`src/rtl/aux_seq_pkg.sv`:
```
package aux_seq_pkg;
  // Strobes from control to datapath
  typedef struct packed {
    logic load;    // latch configuration, clear byte count
    logic take;    // accept one received byte
    logic finish;  // burst complete this cycle
  } seqStrobe_t;
endpackage

```
`src/rtl/aux_seq_ctl.sv`:
```
module aux_seq_ctl
  import aux_seq_pkg::*;
(
  input  logic       clk,
  input  logic       rstN,
  input  logic       sampleTick,
  input  logic       cfgEnable,
  input  logic       zeroLen,
  input  logic       busByteValid,
  input  logic       lastByte,
  output seqStrobe_t strobe,
  output logic       busStart
);
  typedef enum logic {S_IDLE, S_RECV} seqState_t;
  seqState_t state, stateNext;

  logic kick;
  assign kick = (state == S_IDLE) && sampleTick && cfgEnable;

  always_comb begin
    strobe    = '0;
    stateNext = state;
    case (state)
      S_IDLE: begin
        if (kick) begin
          strobe.load = 1'b1;
          if (zeroLen) strobe.finish = 1'b1;
          else         stateNext     = S_RECV;
        end
      end
      S_RECV: begin
        if (busByteValid) begin
          strobe.take = 1'b1;
          if (lastByte) begin
            strobe.finish = 1'b1;
            stateNext     = S_IDLE;
          end
        end
      end
      default: stateNext = S_IDLE;
    endcase
  end

  always_ff @(posedge clk) begin
    if (!rstN) begin
      state    <= S_IDLE;
      busStart <= 1'b0;
    end else begin
      state    <= stateNext;
      busStart <= kick && !zeroLen;
    end
  end


  start_single_chk: assert property (@(posedge clk) disable iff (!rstN)
    busStart |=> !busStart);

  start_needs_enable_chk: assert property (@(posedge clk) disable iff (!rstN)
    busStart |-> $past(sampleTick && cfgEnable));

  busy_tick_ignored_chk: assert property (@(posedge clk) disable iff (!rstN)
    (state == S_RECV && sampleTick) |=> !busStart);
endmodule

```
`src/rtl/aux_seq_dp.sv`:
```
module aux_seq_dp
  import aux_seq_pkg::*;
#(
  parameter int ADDR_W = 8,
  parameter int LEN_W  = 4,
  parameter int IDX_W  = 5,
  parameter int DATA_W = 8
) (
  input  logic              clk,
  input  logic              rstN,
  input  seqStrobe_t        strobe,
  input  logic              busByteValid,
  input  logic              cfgSwap,
  input  logic              cfgRegWrDis,
  input  logic              cfgGroupOdd,
  input  logic [ADDR_W-1:0] cfgStartAddr,
  input  logic [LEN_W-1:0]  cfgLength,
  input  logic [IDX_W-1:0]  baseIndex,
  input  logic [DATA_W-1:0] busByteData,
  output logic              lastByte,
  output logic [ADDR_W-1:0] busAddr,
  output logic [LEN_W-1:0]  busLen,
  output logic              busSkipRegWr,
  output logic              bufWrEn,
  output logic [IDX_W-1:0]  bufWrIdx,
  output logic [DATA_W-1:0] bufWrData,
  output logic              done,
  output logic [IDX_W-1:0]  nextIndex
);
  localparam logic [LEN_W-1:0] LEN_ONE = LEN_W'(1);
  localparam logic [LEN_W:0]   EXT_ONE = (LEN_W+1)'(1);

  logic [ADDR_W-1:0] startQ;
  logic [LEN_W-1:0]  lenQ, countQ;
  logic [IDX_W-1:0]  baseQ;
  logic              swapQ, groupQ, skipQ;

  always_ff @(posedge clk) begin
    if (!rstN) begin
      startQ <= '0;
      lenQ   <= '0;
      baseQ  <= '0;
      swapQ  <= 1'b0;
      groupQ <= 1'b0;
      skipQ  <= 1'b0;
      countQ <= '0;
    end else if (strobe.load) begin
      startQ <= cfgStartAddr;
      lenQ   <= cfgLength;
      baseQ  <= baseIndex;
      swapQ  <= cfgSwap;
      groupQ <= cfgGroupOdd;
      skipQ  <= cfgRegWrDis;
      countQ <= '0;
    end else if (strobe.take) begin
      countQ <= countQ + LEN_ONE;
    end
  end

  assign busAddr      = startQ;
  assign busLen       = lenQ;
  assign busSkipRegWr = skipQ;
  assign lastByte     = (countQ == (lenQ - LEN_ONE));

  // Word position of the current byte: address LSB against group bit
  logic addrLsb, wordHead, hasNext, hasPrev;
  logic [LEN_W:0] cntPlus;
  assign addrLsb  = startQ[0] ^ countQ[0];
  assign wordHead = (addrLsb == groupQ);
  assign cntPlus  = {1'b0, countQ} + EXT_ONE;
  assign hasNext  = cntPlus < {1'b0, lenQ};
  assign hasPrev  = (countQ != '0);

  logic [LEN_W-1:0] offset;
  always_comb begin
    offset = countQ;
    if (swapQ) begin
      if (wordHead && hasNext)       offset = countQ + LEN_ONE;
      else if (!wordHead && hasPrev) offset = countQ - LEN_ONE;
    end
  end

  logic [IDX_W-1:0] finBase;
  logic [LEN_W-1:0] finLen;
  assign finBase = strobe.load ? baseIndex : baseQ;
  assign finLen  = strobe.load ? cfgLength : lenQ;

  always_ff @(posedge clk) begin
    if (!rstN) begin
      bufWrEn   <= 1'b0;
      bufWrIdx  <= '0;
      bufWrData <= '0;
      done      <= 1'b0;
      nextIndex <= '0;
    end else begin
      bufWrEn <= strobe.take;
      done    <= strobe.finish;
      if (strobe.take) begin
        bufWrIdx  <= baseQ + IDX_W'(offset);
        bufWrData <= busByteData;
      end
      if (strobe.finish) nextIndex <= finBase + IDX_W'(finLen);
    end
  end

  logic [IDX_W-1:0] relIdx;
  assign relIdx = bufWrIdx - baseQ;


  write_after_valid_chk: assert property (@(posedge clk) disable iff (!rstN)
    bufWrEn |-> $past(busByteValid));

  write_in_window_chk: assert property (@(posedge clk) disable iff (!rstN)
    bufWrEn |-> (relIdx < IDX_W'(lenQ)));

  done_with_last_write_chk: assert property (@(posedge clk) disable iff (!rstN)
    (done && lenQ != '0) |-> bufWrEn);

  zero_len_no_write_chk: assert property (@(posedge clk) disable iff (!rstN)
    (done && lenQ == '0) |-> !bufWrEn);
endmodule

```
`src/rtl/aux_read_seq.sv`:
```
module aux_read_seq
  import aux_seq_pkg::*;
#(
  parameter int ADDR_W = 8,
  parameter int LEN_W  = 4,
  parameter int IDX_W  = 5,
  parameter int DATA_W = 8
) (
  input  logic              clk,
  input  logic              rstN,
  input  logic              sampleTick,
  input  logic              cfgEnable,
  input  logic              cfgSwap,
  input  logic              cfgRegWrDis,
  input  logic              cfgGroupOdd,
  input  logic [ADDR_W-1:0] cfgStartAddr,
  input  logic [LEN_W-1:0]  cfgLength,
  input  logic [IDX_W-1:0]  baseIndex,
  output logic              busStart,
  output logic [ADDR_W-1:0] busAddr,
  output logic [LEN_W-1:0]  busLen,
  output logic              busSkipRegWr,
  input  logic              busByteValid,
  input  logic [DATA_W-1:0] busByteData,
  output logic              bufWrEn,
  output logic [IDX_W-1:0]  bufWrIdx,
  output logic [DATA_W-1:0] bufWrData,
  output logic              done,
  output logic [IDX_W-1:0]  nextIndex
);
  seqStrobe_t strobe;
  logic       lastByte;
  logic       zeroLen;
  assign zeroLen = (cfgLength == '0);

  aux_seq_ctl u_ctl (
    .clk(clk), .rstN(rstN), .sampleTick(sampleTick), .cfgEnable(cfgEnable),
    .zeroLen(zeroLen), .busByteValid(busByteValid), .lastByte(lastByte),
    .strobe(strobe), .busStart(busStart)
  );

  aux_seq_dp #(.ADDR_W(ADDR_W), .LEN_W(LEN_W), .IDX_W(IDX_W), .DATA_W(DATA_W)) u_dp (
    .clk(clk), .rstN(rstN), .strobe(strobe), .busByteValid(busByteValid),
    .cfgSwap(cfgSwap), .cfgRegWrDis(cfgRegWrDis), .cfgGroupOdd(cfgGroupOdd),
    .cfgStartAddr(cfgStartAddr), .cfgLength(cfgLength), .baseIndex(baseIndex),
    .busByteData(busByteData), .lastByte(lastByte), .busAddr(busAddr),
    .busLen(busLen), .busSkipRegWr(busSkipRegWr), .bufWrEn(bufWrEn),
    .bufWrIdx(bufWrIdx), .bufWrData(bufWrData), .done(done), .nextIndex(nextIndex)
  );
endmodule

```
`config.mk`:
```
export PLATFORM = sky130hd
export DESIGN_NAME = aux_read_seq
export DESIGN_NICKNAME = d
export VERILOG_FILES = /design/src/rtl/aux_seq_pkg.sv /design/src/rtl/aux_seq_ctl.sv /design/src/rtl/aux_seq_dp.sv /design/src/rtl/aux_read_seq.sv
export SDC_FILE = /design/constraint.sdc
export NUM_CORES = 1
export LEC_CHECK = 0
export ABC_AREA = 1
export BUFFER_PORTS_ARGS = -buffer_cell sky130_fd_sc_hd__buf_4
export CORE_ASPECT_RATIO = 0.9
export CORE_MARGIN = 8
export CORE_UTILIZATION = 56
export CTS_CLUSTER_SIZE = 10
export DETAILED_ROUTE_END_ITERATION = 8
export PLACE_DENSITY = 0.84
export SETUP_SLACK_MARGIN = 0.15
export SLEW_MARGIN = 5
export SYNTH_ARGS = -nofsm -noshare
export SYNTH_HDL_FRONTEND = slang
export SYNTH_SLANG_ARGS = --single-unit
```
`constraint.sdc`:
```
create_clock -name clk -period 4.29 [get_ports clk]
set_input_delay 0.429 -clock clk [delete_from_list [all_inputs] [get_ports clk]]
set_output_delay 0.429 -clock clk [all_outputs]
set_load 0.1 [all_outputs]
```
==> flow_metrics.tcl, run 1 <==
set metrics [dict create \
    ir_drop_v 0.000276 \
    synthCells 358 \
    hp-class "input pin to flop" \
    netlist_top_cells_count "nor2_1, nand2_1, dfxtp_1" \
    clock-sinks 46 \
    holdPathEnd "u_dp.groupQ" \
    synth_area_um2 2460 \
    overflow 0 \
    synthMuxAreaShare_pct 0 \
    avgRoutedWirePerCell_um 12.6 \
    drt-total-wl_um 6090 \
    synth_nets 408 \
    pre_cts_slack_ns 1.12 \
    synth_adder_area_share_pct 9.25 \
    yosysMostFrequentCell "nor2_1" \
    io_pins 67 \
    fp.dieW_um 85.9 \
    antennaDiodeCount 0 \
    arrival_ns 3.53 \
    cts_buffer_depth 2 \
    antenna_found_initial 0 \
    cts_post_setup_buffers_inserted 0 \
    synth_compound_area_share_pct 11.3 \
    numCtsBuffers 5 \
    area_growth_pct 25.9 \
    synth_xor_area_share_pct 2.49 \
    ys_top_cells_by_area "dfxtp_1, nor2_1, nand2_1" \
    postRouteAntennaNets 0 \
    cts_hold_buffers 0 \
    track_usage_pct 18.7 \
    cts-root-buf "clkbuf_8" \
    r2r-start "u_dp.countQ[0]" \
    cts_tree "built" \
    design.core.area_um2 4350 \
    drv_slew 0 \
    yosys.area.top_type "dfxtp_1" \
    finalSetupTns_ns 0 \
    avgSynthCellArea_um2 6.87 \
    grt_max_degree 32 \
    rows 23 \
    grt_pass1_wl_um 10200 \
    ctsResizeCount 0 \
    period_minus_slack_ns 3.27 \
    synthArstFlopShare_pct 0 \
    r2r_slack_ns 1.02 \
    post-dp-hpwl_um 4660 \
    num_vias 2395 \
    drt_first_pass_iters 4 \
    worst_pin_slew_ns 0.598 \
    synth_edf_count 0 \
    cts_htree_levels 2 \
    worstHoldStart "cfgGroupOdd" \
    max_freq_mhz 306 \
    cp-end-kind "flop" \
    synth_top_family_by_area "simple AND/OR/NAND/NOR gates" \
    drc 0 \
    hold_depth 3 \
    rsz0062_at_grt "false" \
    worstSetupPathType "flop to flop" \
    post-route-util_pct 71.3 \
    fill_cells 364 \
    synth_top_cell_area_share_pct 37.4 \
    layout-drive-gt1-share_pct 21.1 \
    worst_clock_skew_ns 0.00680 \
    yosysSeqAreaShare_pct 37.4 \
    max_cap_violations 0 \
    port_buffers 66 \
    vias_per_cell 4.95 \
    fin_hold_ws_ns 0.345 \
    clk_pin_slew_ns 0.09 \
    ys.flop_type "dfxtp_1" \
    clk_latency_ns 0.31 \
    outcome "finished clean" \
    cp_max_fo 8 \
    dieArea_um2 6780 \
    startpoint_type "flop" \
    die_y_um 78.9 \
    setup_ws_ns 1.02 \
    cp.required_ns 4.55 \
    p_leak_nw 1.61 \
    hold_violations 0 \
    timing.rr.end "u_dp.bufWrIdx[4]" \
    initial_utilization_pct 56.6 \
    setup_viol 0 \
    ys.warnings.count 0 \
    reg2reg_depth 21 \
    nets 471 \
    first_global_vias 2272 \
    place_congestion 0.910 \
    synth_seq_cells 46 \
    synthSimpleGateAreaFrac_pct 30.4 \
    fin_crit_sh_pct 76.2 \
    power_density_nw_per_um2 376 \
    synth_cell_types 28 \
    drt_iter0_markers 129 \
    relSlewSlack_pct 60.0 \
]
report_power, final:
group	switching, mW	internal [mW]
combinational	0.255	0.104
sequential	0.0181	0.452
clock	0.161	0.175
total	0.434	0.731
registers in the layout, summed over array words and instances, names as in the netlist:
| name | cells |
|---|---|
| u_dp.bufWrData | 8 |
| u_dp.done | 1 |
| u_dp.swapQ | 1 |
| u_dp.countQ | 4 |
| u_dp.baseQ | 5 |
| u_dp.bufWrIdx | 5 |
| u_dp.busAddr | 8 |
| u_dp.groupQ | 1 |
| u_ctl.busStart | 1 |
| u_dp.busSkipRegWr | 1 |
| u_dp.bufWrEn | 1 |
| u_dp.nextIndex | 5 |
| u_dp.busLen | 4 |
| u_ctl.state | 1 |
cells by family after synthesis:
kind of cell,count (synthesis)
buffers and inverters,56
adder cells (fa/ha/maj),17
AND/OR/NAND/NOR,180
XOR/XNOR,7
flip-flops,46
AO/OA/AOI/OAI,52
per-stage QoR:
stage | cell area, um^2 | cells | total power, mW
after floorplan | 2460 | 358 | 0.751
after global placement | 2990 | 476 | 0.831
after detailed placement | 2990 | 476 | 0.837
after CTS | 3100 | 484 | 1.17
after global routing | 3100 | 484 | 1.23
final | 3100 | 484 | 1.16
critical path: stages, from the launching register on:
cell	delay, ns
dfxtp_1	0.51
inv_2	0.10
ha_1	0.36
ha_1	0.30
nand2_1	0.07
nand2_1	0.04
nand2_1	0.05
nand2_1	0.04
nand2_1	0.13
nand2_2	0.09
nand2_1	0.09
nand3_1	0.07
nand2_1	0.08
ha_1	0.16
inv_1	0.06
fa_1	0.39
o21ai_0	0.21
a21oi_1	0.11
nor2_1	0.10
nor2_1	0.05
a21o_1	0.17
inv_1	0.04
layout make-up:
cell class                 instances  area, um^2  area share, %
inverter                          45         169           5.45
clock buffer                       5        68.8           2.22
tap                               62        77.6           2.50
timing repair buffer              67         503           16.2
multi-input combinational        256        1320           42.5
sequential                        46         921           29.7
clock inverter                     3        43.8           1.41
worst max-delay path by stage:
stage                         from                to  slack (ns)  cells past startpoint
floorplan           u_dp.busLen[1]  u_dp.bufWrIdx[4]        1.08                     20
global placement    u_dp.countQ[0]  u_dp.bufWrIdx[4]        1.26                     21
CTS                 u_dp.countQ[0]  u_dp.bufWrIdx[4]        1.08                     21
global route        u_dp.countQ[0]  u_dp.bufWrIdx[4]        0.81                     22
detailed placement  u_dp.countQ[0]  u_dp.bufWrIdx[4]        1.12                     21
finish              u_dp.countQ[0]  u_dp.bufWrIdx[4]        1.02                     21
metal layers:
layer | up-vias | part of all wire [%] | GRT usage [%]
li1 | 1252 | - | -
met1 | 1082 | 45 | 20.9
met2 | 52 | 49 | 32.5
met4 | 0 | 1.7 | 6.29
met5 | - | 0 | 0
met3 | 9 | 4.9 | 6.19
cell usage in the layout (no fill, tap or decap), drive strengths merged:
| cell | n |
|---|---|
| xor2 | 5 |
| ha | 15 |
| a21o | 2 |
| a21oi | 8 |
| nand2 | 69 |
| bufinv | 1 |
| buf | 67 |
| inv | 46 |
| a211oi | 1 |
| nor3 | 1 |
| nand3 | 25 |
| or2 | 3 |
| o21bai | 1 |
| dfxtp | 46 |
| o21ai | 39 |
| nand4 | 3 |
| nor2 | 79 |
| clkbuf | 5 |
| xnor2 | 2 |
| clkinv | 1 |
| fa | 2 |
| o22ai | 1 |
Power figures use the tool's default switching activity.
==> run 2: changes to the inputs <==
--- a/config.mk
+++ b/config.mk
@@ -5,14 +5,14 @@
 export SDC_FILE = /design/constraint.sdc
 export NUM_CORES = 1
 export LEC_CHECK = 0
-export ABC_AREA = 1
+export ABC_AREA = 0
 export BUFFER_PORTS_ARGS = -buffer_cell sky130_fd_sc_hd__buf_4
 export CORE_ASPECT_RATIO = 0.9
 export CORE_MARGIN = 8
-export CORE_UTILIZATION = 56
+export CORE_UTILIZATION = 47
 export CTS_CLUSTER_SIZE = 10
 export DETAILED_ROUTE_END_ITERATION = 8
-export PLACE_DENSITY = 0.84
+export PLACE_DENSITY = 0.76
 export SETUP_SLACK_MARGIN = 0.15
 export SLEW_MARGIN = 5
 export SYNTH_ARGS = -nofsm -noshare
==> constraint.sdc (replaced) <==
create_clock -name clk -period 2.8 [get_ports clk]
set_input_delay 0.28 -clock clk [delete_from_list [all_inputs] [get_ports clk]]
set_output_delay 0.28 -clock clk [all_outputs]
set_load 0.1 [all_outputs]
==> run 2 against run 1 <==
Against the previous run:
- the run now ends with negative setup slack left
- register-to-register slack worse by 1.0 ns
- setup slack got worse by 1.0 ns
- sequential share of layout area fell by 0.59 points
- clock power rose by 16%
- non-clock buffer count grew 13
- wire length decreased by 1.5%
- critical endpoint unchanged
- largest cell class unchanged
- largest power group unchanged
- highest routed layer unchanged
==> flow_metrics.tcl, run 2 <==
set metrics [dict create \
    outcome "complete, but fails checks" \
    violations "negative setup slack" \
    cts_buffer_depth 2 \
    slowest_stage "fa_2" \
    place_inst 417 \
    layout-drive-gt1-share_pct 33.4 \
    drc 0 \
    grt.met2_usage_pct 26.8 \
    crit_buf_inv 1 \
    drt_first_pass_iters 4 \
    antenna_found_initial 0 \
    cts_htree_levels 2 \
    drv_slew 0 \
    yosysMostFrequentCell "nand2_1" \
    busiest_layer "met2" \
    design.core.area_um2 5130 \
    crit_chain "inv_2 -> ha_4 -> ha_1 -> nand2b_1 -> a21oi_2 -> or2_4 -> nor3_4 -> a311o_1 -> fa_2 -> nor2b_4 -> o21a_1 -> nor3_1 -> nand3b_1 -> a21boi_1" \
    relSlewSlack_pct 54.2 \
    hp-class "input pin to flop" \
    die_y_um 84.4 \
    fin_crit_sh_pct 100 \
    port_buffers 66 \
    gr-usage-met3_pct 4.55 \
    synth_area_um2 2440 \
    initial_utilization_pct 47.7 \
    synthArstFlopShare_pct 0 \
    area_growth_pct 32.7 \
    antennaDiodeCount 0 \
    ys.warnings.count 0 \
    met1_usage_pct 19.3 \
    fp.dieW_um 92.0 \
    postRouteAntennaNets 0 \
    rsz0062_at_grt "true" \
    synthCells 287 \
    fin_cells 426 \
    dieArea_um2 7770 \
    layout_common_cells "buf_4, nand2_1, dfxtp_1" \
    worstSetupPathType "flop to flop" \
    yosysSeqAreaShare_pct 37.7 \
    final_common_cell "buf_4" \
    drt-total-wl_um 6000 \
    critical_path.max_stage_delay_ns 0.40 \
    cts_hold_buffers 0 \
    synth_nets 337 \
    track_usage_pct 16.0 \
    hold_violations 0 \
    power_mw 1.44 \
    first_global_vias 2138 \
    synth_seq_cells 46 \
    max_freq_mhz 355 \
    synth_top_cell_area_share_pct 37.7 \
    p_leak_nw 1.44 \
    rows 25 \
    ys_top_cells_by_area "dfxtp_1, nand2_1, ha_1" \
    nets 408 \
    fin_hold_ws_ns 0.229 \
    period_minus_slack_ns 2.81 \
    r2r_slack_ns -0.01 \
    ys.flop_type "dfxtp_1" \
    vias_per_cell 5.04 \
    cts_tree "built" \
    overflow 0 \
    cp.required_ns 3.03 \
    critical-path-top-delay-family "adder cells" \
    clock-sinks 46 \
    avgRoutedWirePerCell_um 14.1 \
    setup_viol 1 \
    pre_cts_slack_ns -0.131 \
    finalSetupTns_ns -0.0135 \
    worst_clock_skew_ns 0.00617 \
    netlist_top_cells_count "nand2_1, dfxtp_1, a21boi_0" \
    grt_pass1_wl_um 10200 \
    clk_latency_ns 0.29 \
    place_congestion 0.855 \
    num_vias 2146 \
    cts-root-buf "clkbuf_8" \
    setup_ws_ns -0.0135 \
    grt_max_degree 47 \
    fill_cells 448 \
    io_pins 67 \
    drt_iter0_markers 88 \
    cp-end-kind "flop" \
    post-dp-hpwl_um 4510 \
    startpoint_type "flop" \
    power_density_nw_per_um2 443 \
    synth_edf_count 0 \
    arrival_ns 3.04 \
    numCtsBuffers 5 \
    clk_pin_slew_ns 0.08 \
    cp_max_fo 4 \
    ir_drop_v 0.000322 \
    avgSynthCellArea_um2 8.52 \
    worst_pin_slew_ns 0.686 \
    max_cap_violations 0 \
    synth_cell_types 47 \
    yosys.area.top_type "dfxtp_1" \
]
==> run 2: where the power goes <==
part,internal (mW),switching (mW)
Clock,0.178,0.209
Sequential,0.674,0.0176
Combinational,0.123,0.234
Total,0.975,0.461
==> run 2: cells by family (layout without fill, tap and decap cells) <==
| group | count (synthesis) | after routing | synth area share, % |
|---|---|---|---|
| and+or+nand+nor | 116 | 116 | 22.3 |
| xor gates and xnor gates | 15 | 15 | 6.29 |
| adders and majority gates | 17 | 17 | 9.31 |
| muxes | 6 | 6 | 2.46 |
| buffers and inverters | 30 | 102 | 5.48 |
| DFF | 46 | 46 | 37.7 |
| AOI/OAI and AO/OA | 57 | 57 | 16.5 |
==> run 2: area by class of cell <==
type | instances | area (um^2) | area share [%]
Tap cell | 67 | 83.8 | 2.58
Clock buffer | 8 | 80.1 | 2.47
Timing Repair Buffer | 80 | 601 | 18.5
Multi-Input combinational cell | 211 | 1480 | 45.7
Inverter | 14 | 52.6 | 1.62
Sequential cell | 46 | 945 | 29.1
==> run 2: routing by layer <==
metal | vias up | share of wire, %
li1 | 1096 | -
met1 | 1001 | 44
met2 | 41 | 50
met3 | 8 | 4.7
met4 | 0 | 0.98
met5 | - | 0
==> run 2: per-stage QoR <==
step	util (%)	area [um^2]
3_5_place_dp	60.0	3080
4_1_cts	62.4	3200
3_3_place_gp	60.0	3080
5_1_grt	63.2	3240
6_report	63.2	3240
2_1_floorplan	-	2490
==> run 2: path summary, 6_finish.rpt <==
check	startpoint	to	cells past startpoint
worst max-delay path	u_dp.countQ[1]	u_dp.bufWrIdx[4]	14
worst min-delay path	cfgStartAddr[0]	u_dp.busAddr[0]	3
worst max register to register	u_dp.countQ[1]	u_dp.bufWrIdx[4]	14
worst min register to register	u_dp.bufWrIdx[4]	u_dp.bufWrIdx[4]	2
==> run 2: worst min-delay path, stage by stage <==
cell and delay, ns:
buf_4 0.11, nand2_1 0.04, a21boi_0 0.06
==> run 2: repair_timing <==
action                                 in CTS  in global routing
resized for setup                           9                 11
pin swaps                                   5                 11
endpoints found under the hold margin       0                  0
setup endpoints to repair                   4                  5
buffers inserted                            1                  0
==> run 3: changes to the inputs <==
--- a/config.mk
+++ b/config.mk
@@ -5,7 +5,7 @@
 export SDC_FILE = /design/constraint.sdc
 export NUM_CORES = 1
 export LEC_CHECK = 0
-export ABC_AREA = 0
+export ABC_AREA = 1
 export BUFFER_PORTS_ARGS = -buffer_cell sky130_fd_sc_hd__buf_4
 export CORE_ASPECT_RATIO = 0.9
 export CORE_MARGIN = 8
==> constraint.sdc (replaced) <==
create_clock -name clk -period 2.5 [get_ports clk]
set_input_delay 0.25 -clock clk [delete_from_list [all_inputs] [get_ports clk]]
set_output_delay 0.25 -clock clk [all_outputs]
set_load 0.1 [all_outputs]
==> run 3 against run 2 <==
Against the previous run:
- the run still ends with negative setup slack left
- power increased by 46%
- wire length increased by 17%
- flip-flop and latch count unchanged
- core utilization increased by 4.5 points
- final cell count increased by 22%
- sequential power increased by 16%
==> flow_metrics.tcl, run 3 (synthesized netlist as in run 1, its figures left out) <==
set metrics [dict create \
    port_buffers 66 \
    overflow 0 \
    clk_latency_ns 0.30 \
    worst_pin_slew_ns 0.544 \
    cts_tree "built" \
    rsz0062_at_grt "true" \
    reg2reg_depth 22 \
    layout_common_cells "buf_4, nor2_1, nand2_1" \
    post-route-util_pct 67.7 \
    cp.required_ns 2.76 \
    hold_violations 0 \
    drt-total-wl_um 7020 \
    period_minus_slack_ns 2.72 \
    clk_pin_slew_ns 0.09 \
    antenna_found_initial 0 \
    track_usage_pct 17.6 \
    area_growth_pct 41.9 \
    worst_clock_skew_ns 0.00772 \
    max_cap_violations 0 \
    postRouteAntennaNets 0 \
    fp.dieW_um 92.3 \
    first_global_vias 2437 \
    vias_per_cell 4.95 \
    relSlewSlack_pct 63.7 \
    pre_cts_slack_ns -0.140 \
    power_mw 2.09 \
    max_freq_mhz 368 \
    finalSetupTns_ns -0.395 \
    power_density_nw_per_um2 599 \
    io_pins 67 \
    place_inst 503 \
    setup_viol 2 \
    p_leak_nw 1.77 \
    num_vias 2562 \
    initial_utilization_pct 47.7 \
    cts_htree_levels 2 \
    ir_drop_v 0.000456 \
    antennaDiodeCount 0 \
    place_congestion 0.901 \
    outcome "complete, but fails checks" \
    hold_depth 3 \
    violations "negative setup slack" \
    cp_max_fo 4 \
    grt_pass1_wl_um 11400 \
    cp-end-kind "flop" \
    drc 0 \
    dieArea_um2 7810 \
    rows 25 \
    worstSetupPathType "flop to flop" \
    clock-sinks 46 \
    post-dp-hpwl_um 5300 \
    cts-root-buf "clkbuf_8" \
    arrival_ns 2.97 \
    setup_ws_ns -0.216 \
    nets 500 \
    drt_iter0_markers 110 \
    die_y_um 84.7 \
    fin_crit_sh_pct 109 \
    avgRoutedWirePerCell_um 13.6 \
    drv_slew 0 \
    hp-class "input pin to flop" \
    drt_first_pass_iters 4 \
    grt_max_degree 32 \
    design.core.area_um2 5160 \
    numCtsBuffers 5 \
    layout-drive-gt1-share_pct 34.1 \
    cts_buffer_depth 2 \
    final_common_cell "buf_4" \
    cts_hold_buffers 0 \
    fin_cells 518 \
    startpoint_type "flop" \
]
-- run 3: cell types whose count changed in the layout (fill, tap and decap cells not counted), sizes merged, moves of 16 or more --
cell	before	now
inv	14	45
buf	80	96
nand3	2	25
a21boi	22	0
nor2	11	79
o21ai	13	39
-- run 3: final cells by class --
| type | instances | area [um^2] |
|---|---|---|
| inverter | 45 | 175 |
| clock inverter | 3 | 43.8 |
| timing repair buffer | 96 | 724 |
| clock buffer | 5 | 68.8 |
| multi-input combinational | 256 | 1450 |
| fill | 467 | 1670 |
| sequential | 46 | 945 |
| tap | 67 | 83.8 |
-- run 3: report_power, final --
group          switching (mW)  internal [mW]  leakage [nW]
Clock                   0.272          0.300        0.0585
Sequential             0.0300          0.774         0.381
Combinational           0.474          0.242          1.33
Total                   0.776           1.32          1.77
-- run 3: worst paths after layout --
kind | startpoint | end | slack [ns]
worst max-delay path | u_dp.countQ[0] | u_dp.bufWrIdx[4] | -0.22
worst min register to register | u_dp.bufWrData[3] | u_dp.bufWrData[3] | 0.49
worst min-delay path | cfgStartAddr[0] | u_dp.busAddr[0] | 0.18
worst max register to register | u_dp.countQ[0] | u_dp.bufWrIdx[4] | -0.22
-- run 3: per-stage QoR --
stage	cell area (um^2)	hold slack [ns]
after floorplan	2530	0.389
after global placement	3230	0.465
after detailed placement	3230	0.473
after CTS	3390	0.187
after global routing	3490	0.191
final	3490	0.180
-- run 3: layer usage --
layer	part of all wire, %	track usage (%)	vias up
met5	0	0	-
met4	2.0	5.99	0
met3	4.0	4.01	13
met2	51	31.0	57
met1	43	20.3	1183
li1	-	-	1309
-- run 3: timing repair --
item / 4_1_cts / 5_1_grt
pin swaps: 10 / 10
buffers inserted: 4 / 3
setup endpoints to repair: 4 / 6
gates resized for setup: 6 / 21
-- run 3: critical path, stage by stage (launching register included) --
cell	delay, ns
dfxtp_4	0.39
inv_4	0.04
ha_4	0.24
ha_4	0.26
nand2_2	0.04
nand2_1	0.05
nand2_1	0.05
nand2_1	0.06
nand2_2	0.06
nand2_2	0.08
nand2_2	0.06
nand2_2	0.07
nand2_2	0.06
nand2_2	0.09
ha_4	0.14
inv_2	0.04
fa_2	0.40
o21ai_2	0.16
a21oi_2	0.07
nor2_1	0.08
nor2_1	0.05
a21o_1	0.15
inv_1	0.04
